<file path="config.mk">
export PLATFORM = sky130hd
export DESIGN_NAME = evq_monitor
export DESIGN_NICKNAME = d
export VERILOG_FILES = /design/src/rtl/evq_monitor.sv
export SDC_FILE = /design/constraint.sdc
export NUM_CORES = 1
export LEC_CHECK = 0
export BUFFER_PORTS_ARGS = -buffer_cell sky130_fd_sc_hd__buf_2
export CORE_MARGIN = 5
export CORE_UTILIZATION = 50
export CTS_CLUSTER_DIAMETER = 40
export CTS_CLUSTER_SIZE = 16
export DETAILED_ROUTE_END_ITERATION = 12
export PLACE_DENSITY = 0.77
export SLEW_MARGIN = 25
export SYNTH_ARGS = -nofsm -noshare
export SYNTH_HDL_FRONTEND = slang
export SYNTH_SLANG_ARGS = --single-unit
</file>
<file path="constraint.sdc">
create_clock -name clk -period 4.97 [get_ports clk]
set_clock_uncertainty 0.1 [all_clocks]
set_input_delay 0.2485 -clock clk [delete_from_list [all_inputs] [get_ports clk]]
set_output_delay 0.2485 -clock clk [all_outputs]
set_load 0.005 [all_outputs]
</file>
<file path="src/rtl/evq_monitor.sv">
module evq_monitor #(
  parameter int DW    = 32,
  parameter int DEPTH = 16
) (
  input  logic          clk,
  input  logic          rst_n,
  input  logic          push,
  input  logic [DW-1:0] push_data,
  input  logic          pop,
  output logic [DW-1:0] pop_data,
  input  logic [4:0]    thresh,
  input  logic          clr,
  output logic [31:0]   status,
  output logic          ovf
);
  localparam int PW = $clog2(DEPTH);
  localparam int CW = PW + 1;

  logic [DW-1:0] mem [DEPTH];
  logic [PW-1:0] head, tail;
  logic [CW-1:0] count, peak, count_nx;
  logic          alarm;

  wire full     = (count == CW'(DEPTH));
  wire empty    = (count == '0);
  wire acc_push = push & ~full;
  wire acc_pop  = pop & ~empty;
  wire over     = ({{(8-CW){1'b0}}, count_nx} > {3'b000, thresh});

  assign count_nx = count + CW'(acc_push) - CW'(acc_pop);
  assign pop_data = mem[head];
  assign ovf      = push & full;

  function automatic logic [PW-1:0] wrap_inc(input logic [PW-1:0] p);
    return (p == PW'(DEPTH - 1)) ? '0 : p + 1'b1;
  endfunction

  always_ff @(posedge clk)
    if (acc_push) mem[tail] <= push_data;

  always_ff @(posedge clk or negedge rst_n) begin
    if (!rst_n) begin
      head  <= '0;
      tail  <= '0;
      count <= '0;
      peak  <= '0;
      alarm <= 1'b0;
    end else begin
      if (acc_push) tail <= wrap_inc(tail);
      if (acc_pop)  head <= wrap_inc(head);
      count <= count_nx;
      if (clr || count_nx > peak) peak <= count_nx;
      if (over)     alarm <= 1'b1;
      else if (clr) alarm <= 1'b0;
    end
  end

  always_comb begin
    status            = '0;
    status[24]        = alarm;
    status[16 +: CW]  = peak;
    status[8 +: CW]   = count;
    status[0 +: PW]   = head;
  end
endmodule

</file>
==> impl_metrics.env, run 1 <==
export IMPL_start_kind="flop"
export IMPL_avgSynthCellArea_um2=21.4
export IMPL_clock_sinks=531
export IMPL_swShare_pct=30.2
export IMPL_outcome="finished, final reports clean"
export IMPL_period_minus_slack_ns=4.43
export IMPL_cp_slowest_cell="fa_1"
export IMPL_required_ns=5.31
export IMPL_post_synth_top_count_cell="edfxtp_1"
export IMPL_finalHoldViolCount=0
export IMPL_routabilityCongestion=0.744
export IMPL_fp_row_count=75
export IMPL_cts_setup_buffers=0
export IMPL_path_delay_family="adder cells"
export IMPL_start_util_pct=50.3
export IMPL_drive_gt1_share_pct=31.7
export IMPL_grt_max_degree=69
export IMPL_synthArstFlopShare_pct=3.58
export IMPL_tightest_slew_ns=1.02
export IMPL_cp_arrival_ns=4.77
export IMPL_nets=1196
export IMPL_root_buffer="clkbuf_16"
export IMPL_p_clk_share_pct=30.1
export IMPL_placedCellCount=1581
export IMPL_switching_power_w=0.00431
export IMPL_final_antenna_net_count=0
export IMPL_grt_use_total_pct=18.7
export IMPL_dr_pass1_iters=5
export IMPL_r2r_slack_ns=0.54
export IMPL_synth_area_top_cells="edfxtp_1 73%, mux4_2 14%, dfrtp_1 2.3%, mux2i_1 1.5%, ha_1 1.3%"
export IMPL_cts_path_max_buffers=3
export IMPL_die_h_um=215
export IMPL_die_area_um2=46100
export IMPL_grt_antenna_before_repair=4
export IMPL_core_um2=41700
export IMPL_critPathKind="flop to flop"
export IMPL_slowest_delay_ns=0.43
export IMPL_seq_area_frac_synth_pct=75.7
export IMPL_syn_to_final_growth_pct=16.4
export IMPL_max_cap_viol_count=0
export IMPL_synth_top_cell_area_share_pct=73.4
export IMPL_synth_warnings=0
export IMPL_grt_overflow_total=0
export IMPL_io_pins=107
export IMPL_synthTopCellsByCount="512 x edfxtp_1, 128 x mux4_2, 38 x a21oi_1"
export IMPL_htree_num_levels=2
export IMPL_drt_iter0_markers=900
export IMPL_setup_viol=0
export IMPL_final_fill_count=2913
export IMPL_path_buf_inv=3
export IMPL_power_frac_seq_pct=40.8
export IMPL_cp_common_cell="ha_1"
export IMPL_drv_slew=0
export IMPL_synth_edff_count=512
export IMPL_crit_chain="inv_1 -> ha_1 -> nor3b_1 -> nand2_1 -> and2_1 -> inv_2 -> ha_1 -> inv_1 -> ha_1 -> fa_1 -> a21oi_1 -> nor2_1 -> nor2_1 -> xnor2_1 -> ha_1 -> a211oi_1 -> o221ai_1 -> o21ai_1 -> mux2_1"
export IMPL_final_instance_count_excl_fill=1716
export IMPL_vias_per_cell=5.81
export IMPL_timing_fmax_ghz=0.226
export IMPL_die_w_um=215
export IMPL_worst_setup_path_end_kind="flop"
export IMPL_rsz0062_at_grt="no"
export IMPL_combPwrFrac_pct=29.1
export IMPL_synthFlopType="edfxtp_1"
export IMPL_dr_total_vias=9965
export IMPL_ir_drop_uv=257
export IMPL_p_leak_nw=8.09
export IMPL_ctsResizeCount=0
export IMPL_critPathMaxFanout=9
export IMPL_synth_area_leader_cell="edfxtp_1"
export IMPL_synth_cells=977
export IMPL_period_share_pct=89.0
export IMPL_clkSlewWorstSetupHoldPaths_ns=0.06
export IMPL_drc=0
export IMPL_numCtsBuffers=52
export IMPL_internal_power_w=0.00996
export IMPL_multi_input_area_um2=4780
export IMPL_tns_ns=0
export IMPL_port_buffers=89
export IMPL_grt_pass1_vias=10700
export IMPL_clk_latency_ns=0.56
export IMPL_seqCellArea_um2=15900
export IMPL_grt_pass1_wl_mm=65.7
export IMPL_hpwl_mm=23.3
export IMPL_cts_tree="yes"
export IMPL_wire_per_inst_um=25.1
export IMPL_hold_buffers=34
export IMPL_holdCritPathClass="primary input to flop"
export IMPL_p_per_area_nw_per_um2=585
export IMPL_ys_seq_elements=531
export IMPL_syn_area_um2=20900
export IMPL_slew_headroom_pct=31.9
export IMPL_drt_total_wl_mm=43.1
export IMPL_ys_types=40
==> power by group through the flow <==
stage	logic [W]	clock network [W]	registers, W
detailed placement	0.00406	0	0.00598
CTS	0.00412	0.00435	0.00590
finish	0.00415	0.00430	0.00582
floorplan	0.00316	0	0.00560
global placement	0.00396	0	0.00595
global route	0.00452	0.00457	0.00588
==> per-layer routing <==
layer,part of all wire (%),vias to the layer above,track usage (%)
met5,0,-,0
met4,2.1,0,4.77
met3,5.6,64,3.08
met2,53,358,33.0
met1,39,5227,24.5
li1,-,4316,-
==> final timing paths <==
kind,from,endpoint,depth (start not counted)
max reg2reg,count[3]$_DFF_PN0_,peak[1]$_DFFE_PN0P_,19
max in group asynchronous,rst_n,head[3]$_DFFE_PN0P_,2
min in group asynchronous,rst_n,tail[1]$_DFFE_PN0P_,2
min reg2reg,peak[4]$_DFFE_PN0P_,peak[4]$_DFFE_PN0P_,1
min,thresh[3],alarm$_DFFE_PN0P_,5
max,count[3]$_DFF_PN0_,peak[1]$_DFFE_PN0P_,19
==> kinds of logic after synthesis <==
kind of cell	count (synthesis)	share of synthesized area, %
muxes	164	15.5
and+or+nand+nor	78	1.95
buffers and inverters	87	2.37
adders and majority gates	22	1.35
xor gates and xnor gates	6	0.251
AOI/OAI and AO/OA	88	2.89
DFF	531	75.7
other	1	0.0179
==> worst min-delay path: stages <==
cell and delay [ns]:
buf_2 0.10, inv_1 0.06, ha_1 0.14, a211oi_1 0.04, o22ai_1 0.09
==> per-stage QoR <==
| stage | utilization (%) | area (µm²) | worst slack (ns) | hold slack (ns) | total power, W |
|---|---|---|---|---|---|
| after floorplan | - | 21000 | 0.855 | -0.147 | 0.00875 |
| after global placement | 52.9 | 22100 | 0.758 | 0.105 | 0.00991 |
| after detailed placement | 52.9 | 22100 | 0.587 | 0.114 | 0.0100 |
| after CTS | 58.4 | 24300 | 0.550 | 0.0533 | 0.0144 |
| after global routing | 58.5 | 24400 | 0.210 | 0.0905 | 0.0150 |
| final | 58.5 | 24400 | 0.544 | 0.0768 | 0.0143 |
==> registers in the layout, indices dropped and copies added (netlist names) <==
signal / flops
mem: 512
count: 5
peak: 5
head: 4
tail: 4
alarm: 1
==> area by class of cell <==
cell class / instances / share of cell area [%]
Clock buffer: 59 / 5.62
Antenna cell: 4 / 0.0410
Timing Repair Buffer: 153 / 4.41
Multi-Input combinational cell: 375 / 19.6
Sequential cell: 531 / 65.0
Inverter: 19 / 0.292
Clock inverter: 36 / 2.24
Tap cell: 539 / 2.77
==> placed cells by master, fill, tap and decap left out, drive strengths merged, types with 3 or more instances in the layout <==
cell type / n
edfxtp: 512
nor3: 4
buf: 119
nand2b: 4
ha: 21
clkbuf: 59
conb: 17
bufinv: 10
nand2: 13
a21oi: 38
a211oi: 34
clkinv: 9
o21ai: 8
mux2i: 32
mux2: 4
clkinvlp: 5
dlygate4sd3: 34
inv: 31
diode: 4
nand3: 3
nor2b: 33
mux4: 128
nor2: 16
xnor2: 4
dfrtp: 19
(Power assumes the default switching activity.)
==> run 2, diff against run 1 <==
clock period = 5.34 ns   (was 4.97 ns; I/O delays follow)
==> run 2 against run 1 <==
Power decreased by 8.3%. Sequential share of layout area increased by 0.25 points. Die area stayed put. Critical path type unchanged. Combinational power decreased by 6.7%. Clock power shrank 11%.
==> impl_metrics.env, run 2 (synthesized netlist as in run 1, its figures left out) <==
export IMPL_outcome="finished, final reports clean"
export IMPL_routabilityCongestion=0.738
export IMPL_drc=0
export IMPL_clkSlewWorstSetupHoldPaths_ns=0.06
export IMPL_ctsResizeCount=0
export IMPL_finalHoldViolCount=0
export IMPL_slew_headroom_pct=29.3
export IMPL_critPathMaxFanout=9
export IMPL_switching_power_w=0.00405
export IMPL_cp_slowest_cell="fa_1"
export IMPL_grt_antenna_before_repair=2
export IMPL_largest_reg_flops=512
export IMPL_cts_tree="yes"
export IMPL_cp_arrival_ns=4.73
export IMPL_path_buf_inv=3
export IMPL_hpwl_mm=22.6
export IMPL_fp_row_count=75
export IMPL_setup_viol=0
export IMPL_port_buffers=89
export IMPL_die_w_um=215
export IMPL_final_instance_count_excl_fill=1713
export IMPL_die_area_um2=46100
export IMPL_fin_area_um2=24300
export IMPL_timing_fmax_ghz=0.229
export IMPL_tns_ns=0
export IMPL_p_per_area_nw_per_um2=539
export IMPL_cts_path_max_buffers=3
export IMPL_tightest_slew_ns=1.06
export IMPL_start_kind="flop"
export IMPL_grt_pass1_wl_mm=65.0
export IMPL_grt_use_total_pct=18.7
export IMPL_path_delay_family="adder cells"
export IMPL_rsz0062_at_grt="no"
export IMPL_drt_total_wl_mm=43.2
export IMPL_p_clk_share_pct=29.1
export IMPL_vias_per_cell=5.82
export IMPL_worst_setup_path_end_kind="flop"
export IMPL_period_share_pct=81.7
export IMPL_crit_chain="inv_1 -> ha_1 -> nor3b_1 -> nand2_1 -> and2_1 -> inv_2 -> ha_1 -> inv_1 -> ha_1 -> fa_1 -> a21oi_1 -> nor2_1 -> nor2_1 -> xnor2_1 -> ha_1 -> a211oi_1 -> o221ai_1 -> o21ai_1 -> mux2_1"
export IMPL_placedCellCount=1577
export IMPL_wire_per_inst_um=25.2
export IMPL_htree_num_levels=2
export IMPL_syn_to_final_growth_pct=16.0
export IMPL_dr_total_vias=9963
export IMPL_final_antenna_net_count=0
export IMPL_cp_common_cell="ha_1"
export IMPL_top_register="mem"
export IMPL_largestRegisters="mem: 512 flops, count: 5 flops, peak: 5 flops"
export IMPL_critPathKind="flop to flop"
export IMPL_final_common_cell="edfxtp_1"
export IMPL_clk_latency_ns=0.58
export IMPL_ir_drop_uv=261
export IMPL_p_leak_nw=8.05
export IMPL_start_util_pct=50.3
export IMPL_root_buffer="clkbuf_16"
export IMPL_internal_power_w=0.00903
export IMPL_grt_max_degree=77
export IMPL_drive_gt1_share_pct=31.8
export IMPL_drt_iter0_markers=1010
export IMPL_final_cell_mix="512 x edfxtp_1, 128 x mux4_2, 89 x buf_2"
export IMPL_clock_sinks=531
export IMPL_core_um2=41700
export IMPL_nets=1196
export IMPL_required_ns=5.71
export IMPL_power_frac_seq_pct=41.3
export IMPL_io_pins=107
export IMPL_placed_cell_area_um2=22000
export IMPL_numCtsBuffers=55
export IMPL_combPwrFrac_pct=29.6
export IMPL_holdCritPathClass="primary input to asynchronous set/reset pin"
export IMPL_drv_slew=0
export IMPL_final_fill_count=2946
export IMPL_swShare_pct=30.9
export IMPL_die_h_um=215
export IMPL_grt_overflow_total=0
export IMPL_period_minus_slack_ns=4.36
export IMPL_max_cap_viol_count=0
export IMPL_slowest_delay_ns=0.43
export IMPL_grt_pass1_vias=10300
export IMPL_dr_pass1_iters=5
==> run 2: area by class of cell <==
class,count,area [µm²],share of cell area (%)
antenna,1,2.50,0.0103
clock buffer,57,1380,5.70
clock inverter,41,450,1.85
inverter,19,71.3,0.294
multi-input combinational,375,4770,19.6
sequential,531,15900,65.3
tap,539,674,2.78
timing repair buffer,150,1080,4.44
==> run 2: final timing paths <==
kind	endpoint	slack, ns	start	depth (start not counted)
worst max-delay path	peak[4]$_DFFE_PN0P_	0.98	count[2]$_DFF_PN0_	19
worst min-delay path	peak[0]$_DFFE_PN0P_	0.06	rst_n	2
worst max register to register	peak[4]$_DFFE_PN0P_	0.98	count[2]$_DFF_PN0_	19
worst min register to register	alarm$_DFFE_PN0P_	0.44	alarm$_DFFE_PN0P_	2
max in group asynchronous	head[1]$_DFFE_PN0P_	4.73	rst_n	2
min in group clk	head[2]$_DFFE_PN0P_	0.06	pop	4
==> run 2: routing by layer <==
layer | wire length, µm | vias to the layer above | track usage, %
li1 | - | 4308 | -
met1 | 16900 | 5219 | 24.5
met2 | 22600 | 369 | 32.5
met3 | 2900 | 65 | 3.43
met4 | 887 | 2 | 5.15
met5 | 11 | - | 0
==> run 2: power groups by stage <==
stage | clock, W | sequential [W] | combinational [W]
2_1_floorplan | 0 | 0.00521 | 0.00294
5_1_grt | 0.00407 | 0.00545 | 0.00423
4_1_cts | 0.00387 | 0.00551 | 0.00379
3_3_place_gp | 0 | 0.00557 | 0.00366
3_5_place_dp | 0 | 0.00560 | 0.00373
6_report | 0.00381 | 0.00540 | 0.00387
==> run 2: metrics by stage <==
step	worst slack, ns	utilization, %	total power (W)	hold WS [ns]
final	0.975	58.3	0.0131	0.0564
after global routing	0.750	58.3	0.0137	0.0586
after CTS	0.995	58.1	0.0132	0.0296
after detailed placement	1.05	52.9	0.00933	0.139
after global placement	1.17	52.9	0.00922	0.128
after floorplan	1.23	-	0.00815	-0.129
==> run 2: what timing repair did <==
item,in CTS,in global routing
endpoints found under the hold margin,532,0
hold buffers,34,0
setup buffers,0,0
==> run 3, diff against run 2 <==
ABC_AREA = 1   (was default)
clock period = 4.35 ns   (was 5.34 ns; I/O delays follow)
==> run 3 against run 2 <==
Via count is 47% higher. Sequential power rose by 19%. Synthesized cell count rose by 97%. First-iteration DRC count increased by 58%. Power increased by 33%. Die area grew 5.2%. Global-route usage up 2.6 points. Utilization fell by 0.18 points. Cell count up 57%. Largest power group unchanged.
==> impl_metrics.env, run 3 <==
export IMPL_p_per_area_nw_per_um2=680
export IMPL_ctsResizeCount=0
export IMPL_synth_area_leader_cell="edfxtp_1"
export IMPL_outcome="finished, final reports clean"
export IMPL_fin_hold_ws_ns=0.415
export IMPL_die_w_um=220
export IMPL_grt_overflow_total=0
export IMPL_synth_top_family_by_area="simple AND/OR/NAND/NOR gates"
export IMPL_port_buffers=89
export IMPL_largestRegisters="mem: 512 flops, count: 5 flops, peak: 5 flops"
export IMPL_start_kind="flop"
export IMPL_ys_seq_elements=531
export IMPL_final_antenna_net_count=0
export IMPL_required_ns=4.73
export IMPL_grt_use_total_pct=21.3
export IMPL_finalHoldViolCount=0
export IMPL_cts_path_max_buffers=3
export IMPL_syn_area_um2=22100
export IMPL_core_um2=43900
export IMPL_routabilityCongestion=0.781
export IMPL_period_share_pct=92.7
export IMPL_path_delay_family="adder cells"
export IMPL_synth_warnings=0
export IMPL_largest_reg_flops=512
export IMPL_synth_top_cell_area_share_pct=69.6
export IMPL_dr_pass1_iters=6
export IMPL_drc=0
export IMPL_top_register="mem"
export IMPL_critPathKind="flop to flop"
export IMPL_synthTopCellsByCount="512 x edfxtp_1, 500 x nor2_1, 265 x nand2_1"
export IMPL_start_util_pct=50.3
export IMPL_die_h_um=220
export IMPL_avgSynthCellArea_um2=11.5
export IMPL_cp_common_cell="ha_1"
export IMPL_setup_viol=0
export IMPL_period_minus_slack_ns=4.03
export IMPL_syn_to_final_growth_pct=15.7
export IMPL_fin_area_um2=25500
export IMPL_seq_area_frac_synth_pct=71.8
export IMPL_slowest_delay_ns=0.55
export IMPL_synth_adder_area_share_pct=1.28
export IMPL_tns_ns=0
export IMPL_final_common_cell="edfxtp_1"
export IMPL_grt_max_degree=164
export IMPL_synth_area_top_cells="edfxtp_1 70%, nor2_1 8.5%, o21ai_0 4.6%, nand2_1 4.5%, nand3_1 2.5%"
export IMPL_fin_util_pct=58.1
export IMPL_synth_edff_count=512
export IMPL_drive_gt1_share_pct=12.1
export IMPL_rsz0062_at_grt="no"
export IMPL_max_cap_viol_count=0
export IMPL_grt_pass1_wl_mm=79.6
export IMPL_cp_slowest_cell="dlygate4sd3_1"
export IMPL_synth_xor_xnor_area_share_pct=0.278
export IMPL_path_buf_inv=3
export IMPL_cts_tree="yes"
export IMPL_root_buffer="clkbuf_16"
export IMPL_crit_chain="inv_1 -> ha_1 -> nand4_1 -> nand2_1 -> ha_1 -> inv_1 -> ha_1 -> fa_1 -> nand3_1 -> nand2_1 -> xor2_1 -> ha_1 -> a21oi_1 -> o21ai_0 -> o22ai_1 -> nand2_1 -> dlygate4sd3_1"
export IMPL_final_cell_mix="512 x edfxtp_1, 483 x nor2_1, 265 x nand2_1"
export IMPL_p_leak_nw=9.46
export IMPL_holdCritPathClass="primary input to flop"
export IMPL_io_pins=107
export IMPL_dr_total_vias=14600
export IMPL_synthArstFlopShare_pct=3.58
export IMPL_tightest_slew_ns=0.893
export IMPL_numCtsBuffers=57
export IMPL_wire_per_inst_um=19.1
export IMPL_worst_setup_path_end_kind="flop"
export IMPL_grt_antenna_before_repair=1
export IMPL_die_area_um2=48500
export IMPL_ir_drop_uv=538
export IMPL_final_fill_count=3470
export IMPL_place_ws_ns=0.576
export IMPL_synth_simple_gate_area_share_pct=15.7
export IMPL_nets=2113
export IMPL_hpwl_mm=27.0
export IMPL_grt_pass1_vias=14400
export IMPL_timing_fmax_ghz=0.248
export IMPL_slew_headroom_pct=40.3
export IMPL_cp_arrival_ns=4.41
export IMPL_synth_mux_area_share_pct=0
export IMPL_post_synth_top_count_cell="edfxtp_1"
export IMPL_clkSlewWorstSetupHoldPaths_ns=0.07
export IMPL_ys_types=24
export IMPL_critPathMaxFanout=5
export IMPL_drt_total_wl_mm=51.5
export IMPL_drv_slew=0
export IMPL_synth_compound_area_share_pct=6.10
export IMPL_vias_per_cell=5.43
export IMPL_htree_num_levels=2
export IMPL_clock_sinks=531
export IMPL_final_setup_worst_slack_ns=0.317
export IMPL_synth_cells=1927
export IMPL_placed_cell_area_um2=23100
export IMPL_clk_latency_ns=0.61
export IMPL_fp_row_count=77
export IMPL_drt_iter0_markers=1592
export IMPL_synthFlopType="edfxtp_1"
-- run 3: cell count changes in the layout (fill, tap and decap cells not counted), sizes merged, moves of 32 or more --
cell,previous run,this run
o21ai,8,263
mux4,128,0
nand2,13,265
mux2i,32,0
nand3,3,112
inv,32,114
a211oi,34,0
nor2,16,500
nor2b,33,0
a21oi,38,5
-- run 3: timing repair --
item / in CTS / in global routing
setup buffers: 0 / 0
hold buffers: 39 / 0
hold endpoints to repair: 542 / 0
-- run 3: path summary, 6_finish.rpt --
| path | slack, ns | endpoint | cells after the start | startpoint |
|---|---|---|---|---|
| worst min-delay path | 0.41 | mem[11][27]$_DFFE_PP_ | 2 | push_data[27] |
| max in group asynchronous | 2.37 | head[0]$_DFFE_PN0P_ | 4 | rst_n |
| worst min register to register | 0.48 | peak[1]$_DFFE_PN0P_ | 2 | peak[1]$_DFFE_PN0P_ |
| worst max-delay path | 0.32 | alarm$_DFFE_PN0P_ | 17 | count[2]$_DFF_PN0_ |
| min in group asynchronous | 0.43 | peak[1]$_DFFE_PN0P_ | 3 | rst_n |
| worst max register to register | 0.32 | alarm$_DFFE_PN0P_ | 17 | count[2]$_DFF_PN0_ |
-- run 3: area by class of cell --
class | count | area [µm²] | share of cell area, %
multi-input combinational | 1196 | 5340 | 20.9
inverter | 98 | 374 | 1.46
antenna | 1 | 2.50 | 0.00980
clock buffer | 62 | 1490 | 5.82
clock inverter | 46 | 574 | 2.25
timing repair buffer | 165 | 1160 | 4.56
tap | 592 | 741 | 2.90
sequential | 531 | 15900 | 62.1
-- run 3: metal layers --
layer / vias up / global-route usage (%) / routed length, µm
met5: - / 0 / 0
met4: 0 / 7.32 / 1340
met3: 103 / 3.57 / 4450
met2: 650 / 35.3 / 25000
met1: 7041 / 29.0 / 20700
li1: 6807 / - / -
-- run 3: logic make-up after synthesis --
| logic type | after synthesis |
|---|---|
| compound gates | 269 |
| fa+ha+maj | 22 |
| other cells | 1 |
| simple gates | 881 |
| xor+xnor | 7 |
| flops | 531 |
| buf+inv | 216 |
-- run 3: report_power, final --
| part | total (W) | leakage [nW] | switching [W] | internal, W |
|---|---|---|---|---|
| Combinational | 0.00582 | 3.62 | 0.00395 | 0.00187 |
| Clock | 0.00513 | 0.995 | 0.00218 | 0.00294 |
| Sequential | 0.00641 | 4.85 | 0.000253 | 0.00616 |
-- run 3: per-stage QoR --
step / cells / total power (W)
2_1_floorplan: 1943 / 0.0104
3_3_place_gp: 2543 / 0.0121
3_5_place_dp: 2543 / 0.0123
4_1_cts: 2690 / 0.0175
5_1_grt: 2690 / 0.0185
6_report: 2691 / 0.0174
-- run 3: worst reg2reg max path: stages (launching register included) --
cell and delay, ns:
dfrtp_1 0.38, inv_1 0.08, ha_1 0.21, nand4_1 0.12, nand2_1 0.17, ha_1 0.33, inv_1 0.04, ha_1 0.21
fa_1 0.44, nand3_1 0.10, nand2_1 0.06, xor2_1 0.36, ha_1 0.34, a21oi_1 0.14, o21ai_0 0.09, o22ai_1 0.12
nand2_1 0.06, dlygate4sd3_1 0.55
